--- src/rtl/lcdseq_pkg.sv ---
package lcdseq_pkg;

  localparam int LVL_W = 2;
  typedef logic [LVL_W-1:0] lvl_t;

  localparam lvl_t LV_VDD  = 2'd0;
  localparam lvl_t LV_HI   = 2'd1;
  localparam lvl_t LV_LO   = 2'd2;
  localparam lvl_t LV_VLCD = 2'd3;

  typedef enum logic [1:0] {
    MUX_STATIC = 2'd0,
    MUX_2      = 2'd1,
    MUX_3      = 2'd2,
    MUX_4      = 2'd3
  } mux_e;

  // Negative-polarity counterpart of a level: mirror about the ladder
  // centre; the 1/2-bias midpoint is its own mirror.
  function automatic lvl_t flip_lvl(input lvl_t c, input logic half);
    if (half && c == LV_HI) return LV_HI;
    return ~c;
  endfunction

endpackage

--- src/rtl/lcdseq_timing.sv ---
module lcdseq_timing
  import lcdseq_pkg::*;
#(
  parameter int NUM_BP = 4,
  localparam int SW = (NUM_BP > 1) ? $clog2(NUM_BP) : 1
) (
  input  logic          clk,
  input  logic          rst_n,
  input  logic          tick,
  input  logic [1:0]    mode_i,
  input  logic          half_i,
  output logic [SW-1:0] slot_o,
  output logic          phase_o,
  output logic [1:0]    mode_o,
  output logic          half_o
);

  logic [SW-1:0] slot_q;
  logic          phase_q;
  logic [1:0]    mode_q;
  logic          half_q;
  logic          resync;
  logic          last_slot;

  assign resync    = (mode_i != mode_q) || (half_i != half_q);
  assign last_slot = (slot_q == SW'(mode_q));

  always_ff @(posedge clk or negedge rst_n) begin
    if (!rst_n) begin
      slot_q  <= '0;
      phase_q <= 1'b0;
      mode_q  <= MUX_4;
      half_q  <= 1'b0;
    end else if (resync) begin
      mode_q  <= mode_i;
      half_q  <= half_i;
      slot_q  <= '0;
      phase_q <= 1'b0;
    end else if (tick) begin
      if (last_slot) begin
        slot_q  <= '0;
        phase_q <= ~phase_q;
      end else begin
        slot_q  <= slot_q + 1'b1;
      end
    end
  end

  assign slot_o  = slot_q;
  assign phase_o = phase_q;
  assign mode_o  = mode_q;
  assign half_o  = half_q;

  // slot never exceeds the active ratio
  p_slot_bound_r2: assert property (@(posedge clk) disable iff (!rst_n)
    slot_q <= SW'(mode_q));

  // a tick inside a frame steps the slot by exactly one
  p_slot_step_r2: assert property (@(posedge clk) disable iff (!rst_n)
    (tick && !resync && !last_slot) |=>
      (slot_q == SW'($past(slot_q) + 1'b1)) && $stable(phase_q));

  // without tick or change, state holds
  p_slot_hold_r2: assert property (@(posedge clk) disable iff (!rst_n)
    (!tick && !resync) |=> $stable(slot_q) && $stable(phase_q));

  // frame wrap flips polarity
  p_wrap_flip_r3: assert property (@(posedge clk) disable iff (!rst_n)
    (tick && !resync && last_slot) |=>
      (slot_q == '0) && (phase_q != $past(phase_q)));

  // setting change restarts the frame, ahead of tick
  p_resync_r3: assert property (@(posedge clk) disable iff (!rst_n)
    resync |=> (slot_q == '0) && !phase_q && (mode_q == $past(mode_i)));

endmodule

--- src/rtl/lcdseq_bp_lane.sv ---
module lcdseq_bp_lane
  import lcdseq_pkg::*;
#(
  parameter int NUM_BP = 4,
  parameter int IDX    = 0,
  localparam int SW = (NUM_BP > 1) ? $clog2(NUM_BP) : 1
) (
  input  logic [SW-1:0] slot,
  input  logic          phase,
  input  logic [1:0]    mode,
  input  logic          half,
  output lvl_t          lvl
);

  logic [SW-1:0] eff;
  logic          active;
  lvl_t          base;

  // Spare backplanes follow the backplane of the same residue.
  always_comb begin
    unique case (mode)
      MUX_STATIC: eff = '0;
      MUX_2:      eff = SW'(IDX % 2);
      MUX_3:      eff = SW'(IDX % 3);
      default:    eff = SW'(IDX);
    endcase
  end

  assign active = (eff == slot);

  always_comb begin
    if (active)    base = LV_VDD;
    else if (half) base = LV_HI;
    else           base = LV_LO;
    lvl = phase ? flip_lvl(base, half) : base;
  end

endmodule

--- src/rtl/lcdseq_seg_lane.sv ---
module lcdseq_seg_lane
  import lcdseq_pkg::*;
#(
  parameter int NUM_BP = 4,
  localparam int SW = (NUM_BP > 1) ? $clog2(NUM_BP) : 1
) (
  input  logic [NUM_BP-1:0] col_bits,
  input  logic [SW-1:0]     slot,
  input  logic              phase,
  input  logic [1:0]        mode,
  input  logic              half,
  output lvl_t              lvl
);

  logic two_level;
  lvl_t base;

  assign two_level = (mode == MUX_STATIC) || half;

  always_comb begin
    if (col_bits[slot]) base = LV_VLCD;
    else if (two_level) base = LV_VDD;
    else                base = LV_HI;
    lvl = phase ? flip_lvl(base, half) : base;
  end

endmodule

--- src/rtl/lcdseq_top.sv ---
module lcdseq_top
  import lcdseq_pkg::*;
#(
  parameter int NUM_BP  = 4,
  parameter int NUM_SEG = 24,
  localparam int SW     = (NUM_BP > 1) ? $clog2(NUM_BP) : 1,
  localparam int BITS_W = NUM_BP * NUM_SEG,
  localparam int NPIN   = NUM_BP + NUM_SEG
) (
  input  logic                      clk,
  input  logic                      rst_n,
  input  logic                      tick,
  input  logic [1:0]                mode,
  input  logic                      half_bias,
  input  logic [BITS_W-1:0]         seg_bits,
  output logic [NUM_BP*LVL_W-1:0]   bp_lvl,
  output logic [NUM_SEG*LVL_W-1:0]  seg_lvl
);

  logic [SW-1:0] cur_slot;
  logic          cur_phase;
  logic [1:0]    cur_mode;
  logic          cur_half;

  lvl_t bp_nxt  [NUM_BP];
  lvl_t seg_nxt [NUM_SEG];
  lvl_t bp_q    [NUM_BP];
  lvl_t seg_q   [NUM_SEG];

  lcdseq_timing #(.NUM_BP(NUM_BP)) u_timing (
    .clk     (clk),
    .rst_n   (rst_n),
    .tick    (tick),
    .mode_i  (mode),
    .half_i  (half_bias),
    .slot_o  (cur_slot),
    .phase_o (cur_phase),
    .mode_o  (cur_mode),
    .half_o  (cur_half)
  );

  for (genvar k = 0; k < NUM_BP; k++) begin : g_bp
    lcdseq_bp_lane #(.NUM_BP(NUM_BP), .IDX(k)) u_lane (
      .slot  (cur_slot),
      .phase (cur_phase),
      .mode  (cur_mode),
      .half  (cur_half),
      .lvl   (bp_nxt[k])
    );

    always_ff @(posedge clk or negedge rst_n) begin
      if (!rst_n) bp_q[k] <= LV_VLCD;
      else        bp_q[k] <= bp_nxt[k];
    end

    assign bp_lvl[LVL_W*k +: LVL_W] = bp_q[k];
  end

  for (genvar j = 0; j < NUM_SEG; j++) begin : g_seg
    logic [NUM_BP-1:0] col;
    for (genvar r = 0; r < NUM_BP; r++) begin : g_row
      assign col[r] = seg_bits[r*NUM_SEG + j];
    end

    lcdseq_seg_lane #(.NUM_BP(NUM_BP)) u_lane (
      .col_bits (col),
      .slot     (cur_slot),
      .phase    (cur_phase),
      .mode     (cur_mode),
      .half     (cur_half),
      .lvl      (seg_nxt[j])
    );

    always_ff @(posedge clk or negedge rst_n) begin
      if (!rst_n) seg_q[j] <= LV_VLCD;
      else        seg_q[j] <= seg_nxt[j];
    end

    assign seg_lvl[LVL_W*j +: LVL_W] = seg_q[j];
  end

  // Observation vectors for the checks below
  logic [NUM_BP-1:0] outer_bp;
  logic [NPIN-1:0]   lo_hit;
  logic [NPIN-1:0]   inner_hit;

  for (genvar k = 0; k < NUM_BP; k++) begin : g_obs_bp
    assign outer_bp[k]  = (2'(k) <= cur_mode) &&
                          (bp_nxt[k] == LV_VDD || bp_nxt[k] == LV_VLCD);
    assign lo_hit[k]    = (bp_nxt[k] == LV_LO);
    assign inner_hit[k] = (bp_nxt[k] == LV_LO) || (bp_nxt[k] == LV_HI);
  end
  for (genvar j = 0; j < NUM_SEG; j++) begin : g_obs_seg
    assign lo_hit[NUM_BP+j]    = (seg_nxt[j] == LV_LO);
    assign inner_hit[NUM_BP+j] = (seg_nxt[j] == LV_LO) || (seg_nxt[j] == LV_HI);
  end

  // in multiplex exactly one live backplane sits on an outer level
  p_one_select_r5: assert property (@(posedge clk) disable iff (!rst_n)
    (cur_mode != MUX_STATIC) |-> ($countones(outer_bp) == 1));

  // the half-bias ladder has no lower inner level
  p_half_no_lo_r6: assert property (@(posedge clk) disable iff (!rst_n)
    cur_half |-> (lo_hit == '0));

  // static drive uses only the two rails
  p_static_rails_r7: assert property (@(posedge clk) disable iff (!rst_n)
    (cur_mode == MUX_STATIC) |-> (inner_hit == '0));

  // registered outputs follow the lane results one clock later
  p_out_reg_r4: assert property (@(posedge clk) disable iff (!rst_n)
    1'b1 |=> (bp_lvl[LVL_W-1:0] == $past(bp_nxt[0])));

endmodule

--- config.mk ---
export PLATFORM = sky130hd
export DESIGN_NAME = lcdseq_top
export DESIGN_NICKNAME = d
export VERILOG_FILES = /design/src/rtl/lcdseq_pkg.sv /design/src/rtl/lcdseq_timing.sv /design/src/rtl/lcdseq_bp_lane.sv /design/src/rtl/lcdseq_seg_lane.sv /design/src/rtl/lcdseq_top.sv
export SDC_FILE = /design/constraint.sdc
export NUM_CORES = 1
export LEC_CHECK = 0
export ABC_AREA = 1
export BUFFER_PORTS_ARGS = -buffer_cell sky130_fd_sc_hd__buf_4
export CAP_MARGIN = 15
export CORE_MARGIN = 2
export CORE_UTILIZATION = 37
export CTS_BUF_LIST = sky130_fd_sc_hd__clkbuf_16
export CTS_CLUSTER_SIZE = 40
export DETAILED_ROUTE_END_ITERATION = 12
export PLACE_DENSITY_LB_ADDON = 0.12
export SLEW_MARGIN = 30
export SYNTH_ARGS = -nofsm -noshare
export SYNTH_HDL_FRONTEND = slang
export SYNTH_SLANG_ARGS = --single-unit
--- constraint.sdc ---
create_clock -name clk -period 3.8 [get_ports clk]
set_clock_uncertainty 0.1 [all_clocks]
set_input_delay 0.19 -clock clk [delete_from_list [all_inputs] [get_ports clk]]
set_output_delay 0.19 -clock clk [all_outputs]
set_load 0.05 [all_outputs]
==> flow_metrics.env <==
export IMPL_status="complete, no violations"
export IMPL_rsz0062_at_grt="false"
export IMPL_numCtsBuffers=9
export IMPL_place_hpwl_mm=6.71
export IMPL_setup_slack_ns=2.07
export IMPL_avgSynthCellArea_um2=7.84
export IMPL_fill_cells=891
export IMPL_num_antenna_cells=0
export IMPL_rrSetupSlack_ns=2.07
export IMPL_nNetsFinal=700
export IMPL_dominantRegCellSynth="dfstp_2"
export IMPL_fin_tns_setup_ns=0
export IMPL_worst_setup_path_start_kind="flop"
export IMPL_worst_slew_pin_slew_ns=0.768
export IMPL_ir_drop_uv=220
export IMPL_grt_first_pass_wirelength_mm=15.2
export IMPL_ios=158
export IMPL_period_share_pct=45.5
export IMPL_synthArstFlopShare_pct=100
export IMPL_yosysSeqAreaShare_pct=45.5
export IMPL_fp_dieH_um=102
export IMPL_post_route_min_period_ns=1.73
export IMPL_h_tree_depth=3
export IMPL_clk_latency_ns=0.32
export IMPL_grt_overflow=0
export IMPL_io_buffers=157
export IMPL_grt_usage_pct=18.9
export IMPL_drt_iter0_markers=61
export IMPL_relSlewSlack_pct=48.8
export IMPL_synthCells=455
export IMPL_core_area_mm2=0.00928
export IMPL_die_x_um=102
export IMPL_path_clk_slew_ns=0.06
export IMPL_final_antenna_net_count=0
export IMPL_powerDensity_mw_per_mm2=438
export IMPL_antenna_found_initial=0
export IMPL_grt_pass1_vias=3307
export IMPL_critPathArrivalTime_ns=1.89
export IMPL_fin_util_pct=54.6
export IMPL_wl_per_cell_um=13.3
export IMPL_finalWeightedCongestion=0.802
export IMPL_clk_path_buf_depth=2
export IMPL_cts_resized=0
export IMPL_viasPerCell=4.66
export IMPL_num_rows=35
export IMPL_drive_above_1_share_pct=43.4
export IMPL_synth_warnings=0
export IMPL_clockRootBuffer="clkbuf_16"
export IMPL_hold_viol=0
export IMPL_fmax_ghz=0.578
export IMPL_synth_seq_cells=62
export IMPL_syn2layout_area_growth_pct=42.1
export IMPL_setup_violations=0
export IMPL_die_area_mm2=0.0104
export IMPL_critical_path_class="flop to flop"
export IMPL_end_kind="flop"
export IMPL_synthDistinctLibCells=24
export IMPL_synth_edf_count=0
export IMPL_ctsHoldBuffers=4
export IMPL_post_cts_buffers=0
export IMPL_hp_class="primary input to flop"
export IMPL_firstDrtPassIters=4
export IMPL_synth_net_count=558
export IMPL_initial_core_util_pct=38.4
export IMPL_wirelength_mm=9.71
export IMPL_cts_sinks=62
export IMPL_dp_slack_ns=2.10
export IMPL_post_route_drc_count=0
export IMPL_grt_max_degree=63
export IMPL_crit_path_max_fanout=28
export IMPL_vias=3406
export IMPL_synth_cell_area_mm2=0.00357
export IMPL_p_leak_nw=2.55
export IMPL_maxSlewViolCount=0
export IMPL_cap_violations=0
export IMPL_required_ns=3.96
export IMPL_cts_tree="yes"
[cell families after synthesis]
family	synth area share, %
compound gates	1.12
xor+xnor	6.38
fa+ha+maj	0.351
buf+inv	8.84
flops	45.5
simple gates	37.8
[Yosys cell counts, types with 2 or more instances]
master	number	share of area, %
nand3_1	66	9.3
nand2_2	10	1.8
inv_2	3	0.32
inv_1	11	1.2
dfrtp_1	4	2.8
a21oi_1	3	0.42
nand4_1	3	0.53
nand2_1	210	22
buf_4	4	0.84
buf_6	9	2.8
nor2_1	8	0.84
xor2_1	25	6.1
clkbuf_1	5	0.53
dfstp_2	58	43
buf_2	13	1.8
o21ai_0	5	0.70
nand3_2	10	2.8
inv_4	2	0.35
[cells in the final DEF, fill, tap and decap left out, types with 2 or more instances in the layout]
cell,count
nand2_1,210
o21ai_0,5
xor2_1,25
inv_1,11
nand3_2,10
inv_6,2
dfstp_2,58
inv_4,3
buf_4,160
nand4_1,3
dlygate4sd3_1,4
a21oi_1,3
bufinv_16,3
inv_2,2
nand3_1,66
clkbuf_16,9
dfrtp_1,3
nor2_1,8
nand2_2,10
[per-layer routing]
metal / track usage (%) / up-vias / share of wire (%)
li1: - / 1703 / -
met1: 22.7 / 1594 / 40
met2: 33.5 / 95 / 53
met3: 3.97 / 14 / 4.6
met4: 6.46 / 0 / 1.6
met5: 0 / - / 0
[area by class of cell]
| type | count | area [µm²] | area share, % |
|---|---|---|---|
| timing repair buffer | 164 | 1240 | 24.5 |
| clock buffer | 9 | 225 | 4.44 |
| clock inverter | 7 | 120 | 2.37 |
| tap | 129 | 161 | 3.18 |
| sequential | 62 | 1630 | 32.1 |
| multi-input combinational | 344 | 1630 | 32.1 |
| inverter | 16 | 67.6 | 1.33 |
[path summary, 6_finish.rpt]
kind,start,endpoint,cells after the start
max in group asynchronous,rst_n,u_timing.slot_o[0],2
min,tick,u_timing.slot_o[0],4
min in group asynchronous,rst_n,u_timing.phase_o,2
max reg2reg,u_timing.slot_o[1],u_timing.slot_o[0],9
max,u_timing.slot_o[1],u_timing.slot_o[0],9
min reg2reg,u_timing.half_o,bp_lvl[6],2
[flip-flops by register name, summed over array words and instances, names as in the netlist]
name and flops:
bp_lvl 8, seg_lvl 48, u_timing.half_o 1, u_timing.mode_o 2, u_timing.phase_o 1, u_timing.slot_o 2
[worst max-delay path, cell delays in order, from the launching register on]
cell and delay (ns):
dfrtp_1 0.42, buf_4 0.34, inv_4 0.21, nand2_1 0.13
nand2_1 0.07, nand2_1 0.07, nand2_1 0.05, nor2_1 0.13
nand2_1 0.06, nand2_1 0.07
[stage by stage]
step	cell area (µm²)	hold WS, ns	power [mW]	std cells
after detailed placement	4680	0.218	1.29	711
after CTS	5070	0.0681	2.25	731
after global placement	4680	0.216	1.28	711
after floorplan	3570	-0.206	1.10	455
after global routing	5070	0.101	2.31	731
final	5070	0.0815	2.22	731
[report_power, final]
group,leakage [nW],total (mW),internal [mW],switching [mW]
clock network,0.168,0.940,0.643,0.297
logic,1.72,0.511,0.180,0.331
registers,0.662,0.769,0.750,0.0186
total,2.55,2.22,1.57,0.646
Power figures use the tool's default switching activity.
